<file path="src/rtl/flagu_pkg.sv">
package flagu_pkg;

    localparam int WORD_W = 16;
    localparam int BYTE_W = 8;
    localparam int N_CTL  = 3;

    localparam int POS_CF = 0;
    localparam int POS_PF = 2;
    localparam int POS_AF = 4;
    localparam int POS_ZF = 6;
    localparam int POS_SF = 7;
    localparam int POS_TF = 8;
    localparam int POS_IF = 9;
    localparam int POS_DF = 10;
    localparam int POS_OF = 11;

    // index of each control flag inside the control vector
    localparam int CTL_TRAP = 0;
    localparam int CTL_IE   = 1;
    localparam int CTL_DIR  = 2;

    localparam logic [WORD_W-1:0] LIVE_MASK =
        WORD_W'((1 << POS_CF) | (1 << POS_PF) | (1 << POS_AF) | (1 << POS_ZF) |
                (1 << POS_SF) | (1 << POS_TF) | (1 << POS_IF) | (1 << POS_DF) |
                (1 << POS_OF));

    typedef enum logic [1:0] {
        OPK_ADD   = 2'd0,
        OPK_SUB   = 2'd1,
        OPK_LOGIC = 2'd2,
        OPK_LOGX  = 2'd3
    } opk_e;

    typedef struct packed {
        logic of_f;
        logic sf_f;
        logic zf_f;
        logic af_f;
        logic pf_f;
        logic cf_f;
    } arith_flags_t;

    function automatic logic even_ones8(input logic [BYTE_W-1:0] v);
        return ~^v;
    endfunction

    function automatic logic [WORD_W-1:0] pack_status(input arith_flags_t a,
                                                      input logic [N_CTL-1:0] c);
        logic [WORD_W-1:0] w;
        w         = '0;
        w[POS_CF] = a.cf_f;
        w[POS_PF] = a.pf_f;
        w[POS_AF] = a.af_f;
        w[POS_ZF] = a.zf_f;
        w[POS_SF] = a.sf_f;
        w[POS_OF] = a.of_f;
        w[POS_TF] = c[CTL_TRAP];
        w[POS_IF] = c[CTL_IE];
        w[POS_DF] = c[CTL_DIR];
        return w;
    endfunction

    function automatic arith_flags_t unpack_arith(input logic [WORD_W-1:0] w);
        arith_flags_t a;
        a.cf_f = w[POS_CF];
        a.pf_f = w[POS_PF];
        a.af_f = w[POS_AF];
        a.zf_f = w[POS_ZF];
        a.sf_f = w[POS_SF];
        a.of_f = w[POS_OF];
        return a;
    endfunction

endpackage

</file>
<file path="src/rtl/flag_arith_calc.sv">
module flag_arith_calc
    import flagu_pkg::*;
(
    input  opk_e                op,
    input  logic                word_op,
    input  logic [WORD_W-1:0]   a,
    input  logic [WORD_W-1:0]   b,
    input  logic [WORD_W-1:0]   res,
    input  logic                cy_msb,
    input  logic                cy_nib,
    output arith_flags_t        nxt
);

    logic sign_a;
    logic sign_b;
    logic sign_r;
    logic zero_r;
    logic is_logic;

    always_comb begin
        sign_a   = word_op ? a[WORD_W-1]   : a[BYTE_W-1];
        sign_b   = word_op ? b[WORD_W-1]   : b[BYTE_W-1];
        sign_r   = word_op ? res[WORD_W-1] : res[BYTE_W-1];
        zero_r   = word_op ? (res == '0)   : (res[BYTE_W-1:0] == '0);
        is_logic = (op == OPK_LOGIC) || (op == OPK_LOGX);

        nxt.zf_f = zero_r;
        nxt.sf_f = sign_r;
        nxt.pf_f = even_ones8(res[BYTE_W-1:0]);
        nxt.cf_f = is_logic ? 1'b0 : cy_msb;
        nxt.af_f = is_logic ? 1'b0 : cy_nib;
        unique case (op)
            OPK_ADD: nxt.of_f = (sign_a == sign_b) && (sign_r != sign_a);
            OPK_SUB: nxt.of_f = (sign_a != sign_b) && (sign_r != sign_a);
            default: nxt.of_f = 1'b0;
        endcase
    end

endmodule

</file>
<file path="src/rtl/flag_ctrl_regs.sv">
module flag_ctrl_regs #(
    parameter int N = 3
) (
    input  logic         clk,
    input  logic         rst,
    input  logic [N-1:0] set_v,
    input  logic [N-1:0] clr_v,
    input  logic         load_en,
    input  logic [N-1:0] load_v,
    output logic [N-1:0] q
);

    for (genvar i = 0; i < N; i++) begin : g_bit
        always_ff @(posedge clk) begin
            if (rst)           q[i] <= 1'b0;
            else if (load_en)  q[i] <= load_v[i];
            else if (clr_v[i]) q[i] <= 1'b0;
            else if (set_v[i]) q[i] <= 1'b1;
        end
    end

endmodule

</file>
<file path="src/rtl/status_flag_unit.sv">
module status_flag_unit
    import flagu_pkg::*;
(
    input  logic        clk,
    input  logic        rst,
    input  logic        arith_en,
    input  logic [1:0]  op_kind,
    input  logic        word_op,
    input  logic [15:0] opnd_a,
    input  logic [15:0] opnd_b,
    input  logic [15:0] result,
    input  logic        cy_msb,
    input  logic        cy_nib,
    input  logic        dir_set,
    input  logic        dir_clr,
    input  logic        ie_set,
    input  logic        ie_clr,
    input  logic        trap_set,
    input  logic        trap_clr,
    input  logic        restore_en,
    input  logic [15:0] restore_word,
    output logic [15:0] flags_out
);

    arith_flags_t      arith_q;
    arith_flags_t      arith_d;
    logic [N_CTL-1:0]  ctl_q;
    logic [N_CTL-1:0]  ctl_set;
    logic [N_CTL-1:0]  ctl_clr;
    logic [N_CTL-1:0]  ctl_load;

    flag_arith_calc u_calc (
        .op      (opk_e'(op_kind)),
        .word_op (word_op),
        .a       (opnd_a),
        .b       (opnd_b),
        .res     (result),
        .cy_msb  (cy_msb),
        .cy_nib  (cy_nib),
        .nxt     (arith_d)
    );

    always_comb begin
        ctl_set            = '0;
        ctl_clr            = '0;
        ctl_load           = '0;
        ctl_set[CTL_TRAP]  = trap_set;
        ctl_set[CTL_IE]    = ie_set;
        ctl_set[CTL_DIR]   = dir_set;
        ctl_clr[CTL_TRAP]  = trap_clr;
        ctl_clr[CTL_IE]    = ie_clr;
        ctl_clr[CTL_DIR]   = dir_clr;
        ctl_load[CTL_TRAP] = restore_word[POS_TF];
        ctl_load[CTL_IE]   = restore_word[POS_IF];
        ctl_load[CTL_DIR]  = restore_word[POS_DF];
    end

    flag_ctrl_regs #(.N(N_CTL)) u_ctl (
        .clk     (clk),
        .rst     (rst),
        .set_v   (ctl_set),
        .clr_v   (ctl_clr),
        .load_en (restore_en),
        .load_v  (ctl_load),
        .q       (ctl_q)
    );

    always_ff @(posedge clk) begin
        if (rst)             arith_q <= '0;
        else if (restore_en) arith_q <= unpack_arith(restore_word);
        else if (arith_en)   arith_q <= arith_d;
    end

    assign flags_out = pack_status(arith_q, ctl_q);

endmodule

</file>
<file path="config.mk">
export PLATFORM = sky130hd
export DESIGN_NAME = status_flag_unit
export DESIGN_NICKNAME = d
export VERILOG_FILES = /design/src/rtl/flagu_pkg.sv /design/src/rtl/flag_arith_calc.sv /design/src/rtl/flag_ctrl_regs.sv /design/src/rtl/status_flag_unit.sv
export SDC_FILE = /design/constraint.sdc
export NUM_CORES = 1
export LEC_CHECK = 0
export BUFFER_PORTS_ARGS = -buffer_cell sky130_fd_sc_hd__buf_2
export CORE_ASPECT_RATIO = 1.25
export CORE_MARGIN = 1
export CORE_UTILIZATION = 32
export CTS_CLUSTER_DIAMETER = 80
export CTS_CLUSTER_SIZE = 25
export DETAILED_ROUTE_END_ITERATION = 16
export GPL_ROUTABILITY_DRIVEN = 0
export GPL_TIMING_DRIVEN = 0
export PLACE_DENSITY = 0.84
export RECOVER_POWER = 100
export SLEW_MARGIN = 25
export SYNTH_ARGS = -nofsm -noshare
export SYNTH_HDL_FRONTEND = slang
export SYNTH_HIERARCHICAL = 1
export SYNTH_SLANG_ARGS = --single-unit
export TNS_END_PERCENT = 1
</file>
<file path="constraint.sdc">
create_clock -name clk -period 2.8 [get_ports clk]
set_clock_uncertainty 0.1 [all_clocks]
set_input_delay 0.28 -clock clk [delete_from_list [all_inputs] [get_ports clk]]
set_output_delay 0.28 -clock clk [all_outputs]
set_load 0.1 [all_outputs]
</file>
==> impl_metrics.yaml, run 1 <==
clocking:
  cts_setup_buffers: 0
  path_clk_slew_ns: 0.06
  htreeDepth: 1
  cts_tree: "yes"
  hold_buffers: 0
  clk_latency_ns: 0.25
  cts_resized: 0
  clock_path_buffers: 2
  clock_sinks: 9
  cts-root-buf: "clkbuf_4"
  cts_buffers: 3
timing:
  setup_viol_count_final: 0
  fin_tns_setup_ns: 0
  hold_ws_ns: 0.1768
  final_hold_viol_count: 0
  slew_viol_final: 0
  fmaxAchievable_mhz: 543.7
  worst_slack_ns: 0.9609
  relSlewSlack: 0.2208
  timing_worst_slew_pin_value_ns: 1.174
  fin_crit_ns: 1.839
  rsz0062_at_grt: "false"
  period_share: 0.6568
synth:
  synth_common_cells: "buf_4, dfxtp_1, inv_1, mux2i_1, nor2b_1"
  synthFlopType: "dfxtp_1"
  yosys.area.top_type: "dfxtp_1"
  synth_cell_types: 19
  yosys-top-cells-area: "dfxtp_1, mux2i_1, buf_4"
  synthCells: 81
  yosysSeqAreaShare: 0.2642
  synth-seq-cells: 9
  synthArstFlopShare: 0
  ys_warn_count: 6
  synth_top_area_share: 0.2642
  synth-edff-count: 0
  syn_avg_cell_area_um2: 8.419
  netlist_area_um2: 681.9
floorplanning:
  die_w_um: 43.29
  rows: 18
  core_region_area_um2: 1982
  num_io_pins: 95
  start_util: 0.3441
  fp.dieH_um: 53.61
  dieArea_um2: 2321
power:
  ir_worst_vdd_mv: 0.3201
  power.total_uw: 454.5
  leakage_nw: 0.5308
  p_per_area_nw_per_um2: 457.5
layout:
  nFillCells: 210
  finish.instance_area_um2: 993.5
  finalCoreUtilization: 0.5013
  layout.nets: 226
  finalNonFillerCells: 162
  area_growth_pct: 45.69
  num_antenna_cells: 0
  layout-drive-gt1-share: 0.3732
detailed_routing:
  vias: 736
  routed_via_density: 4.543
  wl_met3_um: 161
  drcViolationCount: 0
  wl_per_cell_um: 9.778
  ant_nets: 0
  wirelength_mm: 1.584
  drtPass1Iterations: 4
  dr.first_iter.drc_count: 4
  top_layer: "met4"
  wl_met1_um: 533
  met2WireLength_um: 862
critical_path:
  cp.arrival_ns: 1.46
  required_ns: 2.42
  cp_num_buf_inv: 1
  critPathCaptureType: "primary output"
  cp-start-kind: "flop"
  max_stage_delay_ns: 0.86
  criticalPathCategory: "reg2out"
  crit_fanout: 2
  critPathTopFamily: "buffers and inverters"
  cp_cell_sequence: "clkbuf_1"
  critPathSlowestCell: "clkbuf_1"
place:
  postPlaceCellArea_um2: 984.7
  hpwl_mm: 1.396
  pre_cts_ws_ns: 1.045
  place_inst: 158
  port_buffers: 51
grt:
  antenna_found_initial: 0
  grt_pass1_wl_mm: 2.587
  gr-total-overflow: 0
  grt_util_all_layers: 0.1498
  grt_pass1_vias: 696
  grt_start_max_net_pins: 14
hold_path:
  holdCritPathClass: "in2reg"
outcome:
  run_status: "completed"
flow_run:
  maxCapViolations: 0
[power by group]
| group | internal [mW] | total, mW | switching, mW |
|---|---|---|---|
| registers | 0.138 | 0.142 | 0.00427 |
| clock network | 0.0548 | 0.0983 | 0.0435 |
| logic | 0.0626 | 0.214 | 0.152 |
| total | 0.255 | 0.455 | 0.199 |
[kinds of logic after synthesis]
kind of cell | after synthesis | synth area share
AO/OA/AOI/OAI | 13 | 0.1174
buffers and inverters | 19 | 0.1651
adder cells (fa/ha/maj) | 4 | 0.07340
AND/OR/NAND/NOR | 21 | 0.1688
other | 1 | 0.005499
XOR/XNOR | 4 | 0.05137
flip-flops | 9 | 0.2642
multiplexers | 10 | 0.1541
[worst paths after layout]
path | slack [ns] | endpoint | cells past startpoint | from
max | 0.96 | flags_out[7] | 1 | flags_out[7]
min | 0.18 | u_ctl/q[2] | 3 | restore_word[10]
max reg2reg | 1.99 | flags_out[6] | 2 | flags_out[6]
min reg2reg | 0.46 | u_ctl/q[2] | 2 | u_ctl/q[2]
[registers in the layout, indices dropped and copies added (netlist names)]
register,flops
u_ctl/q,3
flags_out,6
[area by class of cell]
| type | count | area, um^2 | share of cell area |
|---|---|---|---|
| multi-input cells | 59 | 407.9 | 0.4106 |
| repair buffers | 51 | 241.5 | 0.2431 |
| flip-flops and latches | 9 | 180.2 | 0.1814 |
| plain buffers | 10 | 78.83 | 0.07935 |
| inverters | 9 | 33.78 | 0.03401 |
| clock buffers | 4 | 26.28 | 0.02645 |
| well taps | 20 | 25.02 | 0.02519 |
[layout by cell type (no fill, tap or decap)]
cell type  instances
dfxtp_1            9
a21oi_1            4
mux2i_1            9
a211oi_1           6
buf_2             40
mux2_1             1
nand4_1            1
nor2_1             3
clkbuf_4           3
clkbuf_1          12
ha_1               4
o21ai_0            3
conb_1             7
buf_4              9
nand3b_1           1
buf_6              1
or3_1              1
xnor2_1            4
nand2_1            4
nor2b_1            9
inv_1              9
nor4_1             2
[per-layer routing]
| metal | global-route usage | vias up |
|---|---|---|
| met5 | 0 | - |
| met4 | 0.09091 | 0 |
| met3 | 0.03020 | 4 |
| met2 | 0.3035 | 45 |
| met1 | 0.1324 | 306 |
| li1 | - | 381 |
Power figures use the tool's default switching activity.
==> inputs of run 2 (changes only) <==
--- a/config.mk
+++ b/config.mk
@@ -8,13 +8,13 @@
 export BUFFER_PORTS_ARGS = -buffer_cell sky130_fd_sc_hd__buf_2
 export CORE_ASPECT_RATIO = 1.25
 export CORE_MARGIN = 1
-export CORE_UTILIZATION = 32
+export CORE_UTILIZATION = 27
 export CTS_CLUSTER_DIAMETER = 80
 export CTS_CLUSTER_SIZE = 25
 export DETAILED_ROUTE_END_ITERATION = 16
 export GPL_ROUTABILITY_DRIVEN = 0
 export GPL_TIMING_DRIVEN = 0
-export PLACE_DENSITY = 0.84
+export PLACE_DENSITY = 0.75
 export RECOVER_POWER = 100
 export SLEW_MARGIN = 25
 export SYNTH_ARGS = -nofsm -noshare
==> constraint.sdc (replaced) <==
create_clock -name clk -period 1.57 [get_ports clk]
set_clock_uncertainty 0.1 [all_clocks]
set_input_delay 0.157 -clock clk [delete_from_list [all_inputs] [get_ports clk]]
set_output_delay 0.157 -clock clk [all_outputs]
set_load 0.1 [all_outputs]
==> impl_metrics.yaml, run 2 (synthesized netlist as in run 1, its figures left out) <==
layout:
  nFillCells: 254
  layout.nets: 226
  finalCoreUtilization: 0.4255
  finish.instance_area_um2: 1022
  area_growth_pct: 49.91
  num_antenna_cells: 0
  final_common_cell: "buf_2"
  layout-drive-gt1-share: 0.4437
  largest_register_ffs: 6
clocking:
  clock_sinks: 9
  cts_tree: "yes"
  clock_path_buffers: 2
  path_clk_slew_ns: 0.07
  cts_buffers: 3
  clk_latency_ns: 0.25
  cts-root-buf: "clkbuf_4"
  cts_setup_buffers: 0
  htreeDepth: 1
  hold_buffers: 0
  cts_resized: 0
timing:
  hold_ws_ns: 0.04887
  fin_crit_ns: 1.426
  period_share: 0.9080
  final_hold_viol_count: 0
  slew_viol_final: 0
  setup_viol_count_final: 0
  timing_worst_slew_pin_value_ns: 0.5417
  rsz0062_at_grt: "false"
  fmaxAchievable_mhz: 701.5
  relSlewSlack: 0.6404
  fin_tns_setup_ns: 0
hold_path:
  holdCritPathClass: "in2reg"
grt:
  antenna_found_initial: 0
  gr-total-overflow: 0
  grt_start_max_net_pins: 14
  grt_util_all_layers: 0.1281
  grt_pass1_vias: 717
  grt_pass1_wl_mm: 2.559
floorplanning:
  num_io_pins: 95
  dieArea_um2: 2732
  core_region_area_um2: 2402
  fp.dieH_um: 58.19
  rows: 20
  die_w_um: 46.95
  start_util: 0.2839
flow_run:
  maxCapViolations: 0
power:
  combPwrFrac: 0.470
  leakage_nw: 0.5628
  p_sw_uw: 364.6
  ir_worst_vdd_mv: 0.3677
  intPower_uw: 459.5
  p_per_area_nw_per_um2: 806.2
  switching_share: 0.4424
  power.total_uw: 824.2
  seq_power_share: 0.309
  p_clk_frac: 0.221
detailed_routing:
  drtPass1Iterations: 3
  drcViolationCount: 0
  dr.first_iter.drc_count: 5
  vias: 744
  wl_per_cell_um: 9.771
  wirelength_mm: 1.710
  routed_via_density: 4.251
  ant_nets: 0
critical_path:
  criticalPathCategory: "in2reg"
  cp-start-kind: "primary input"
  cp.arrival_ns: 1.50
  critPathCaptureType: "flop"
  required_ns: 1.64
  crit_fanout: 4
place:
  port_buffers: 51
  hpwl_mm: 1.485
  postPlaceCellArea_um2: 1001
outcome:
  run_status: "completed"
==> run 2: per-stage QoR <==
stage | setup slack (ns) | cells
2_1_floorplan | 0.07811 | 87
3_3_place_gp | -0.007680 | 171
3_5_place_dp | -0.09486 | 171
4_1_cts | 0.1826 | 175
5_1_grt | 0.08424 | 175
6_report | 0.1445 | 175
==> run 2: area by class of cell <==
type,count,area (um^2),area share
inverter,9,33.78,0.03305
tap,33,41.29,0.04039
clock buffer,4,26.28,0.02570
sequential,9,180.2,0.1763
timing repair buffer,51,254.0,0.2485
buffer,10,78.83,0.07711
multi-input combinational,59,407.9,0.3990
==> run 2: worst paths after layout <==
path	from	slack, ns	cells after the start	end
worst max-delay path	word_op	0.14	6	flags_out[11]
worst min-delay path	restore_word[9]	0.05	3	u_ctl/q[1]
worst max register to register	flags_out[4]	0.73	2	flags_out[4]
worst min register to register	u_ctl/q[1]	0.46	2	u_ctl/q[1]
==> run 2: routing by layer <==
metal / vias up / part of all wire / global-route usage / wire length (um)
met5: - / 0 / 0 / 0
met4: 0 / 0 / 0.04898 / 0
met3: 0 / 0.10 / 0.01869 / 178
met2: 49 / 0.53 / 0.2659 / 903
met1: 316 / 0.37 / 0.1107 / 628
li1: 379 / - / - / -
==> run 2: critical path, cell delays in order <==
cell	delay [ns]
buf_2	0.14
mux2_1	0.38
or3_1	0.35
mux2i_1	0.16
mux2i_1	0.10
a211oi_1	0.23
==> run 2: power groups by stage <==
stage          logic, mW  registers (mW)  clock network (mW)
3_3_place_gp       0.386           0.258                   0
5_1_grt            0.411           0.256               0.196
4_1_cts            0.394           0.254               0.189
2_1_floorplan      0.179           0.379                   0
6_report           0.387           0.254               0.182
3_5_place_dp       0.392           0.259                   0
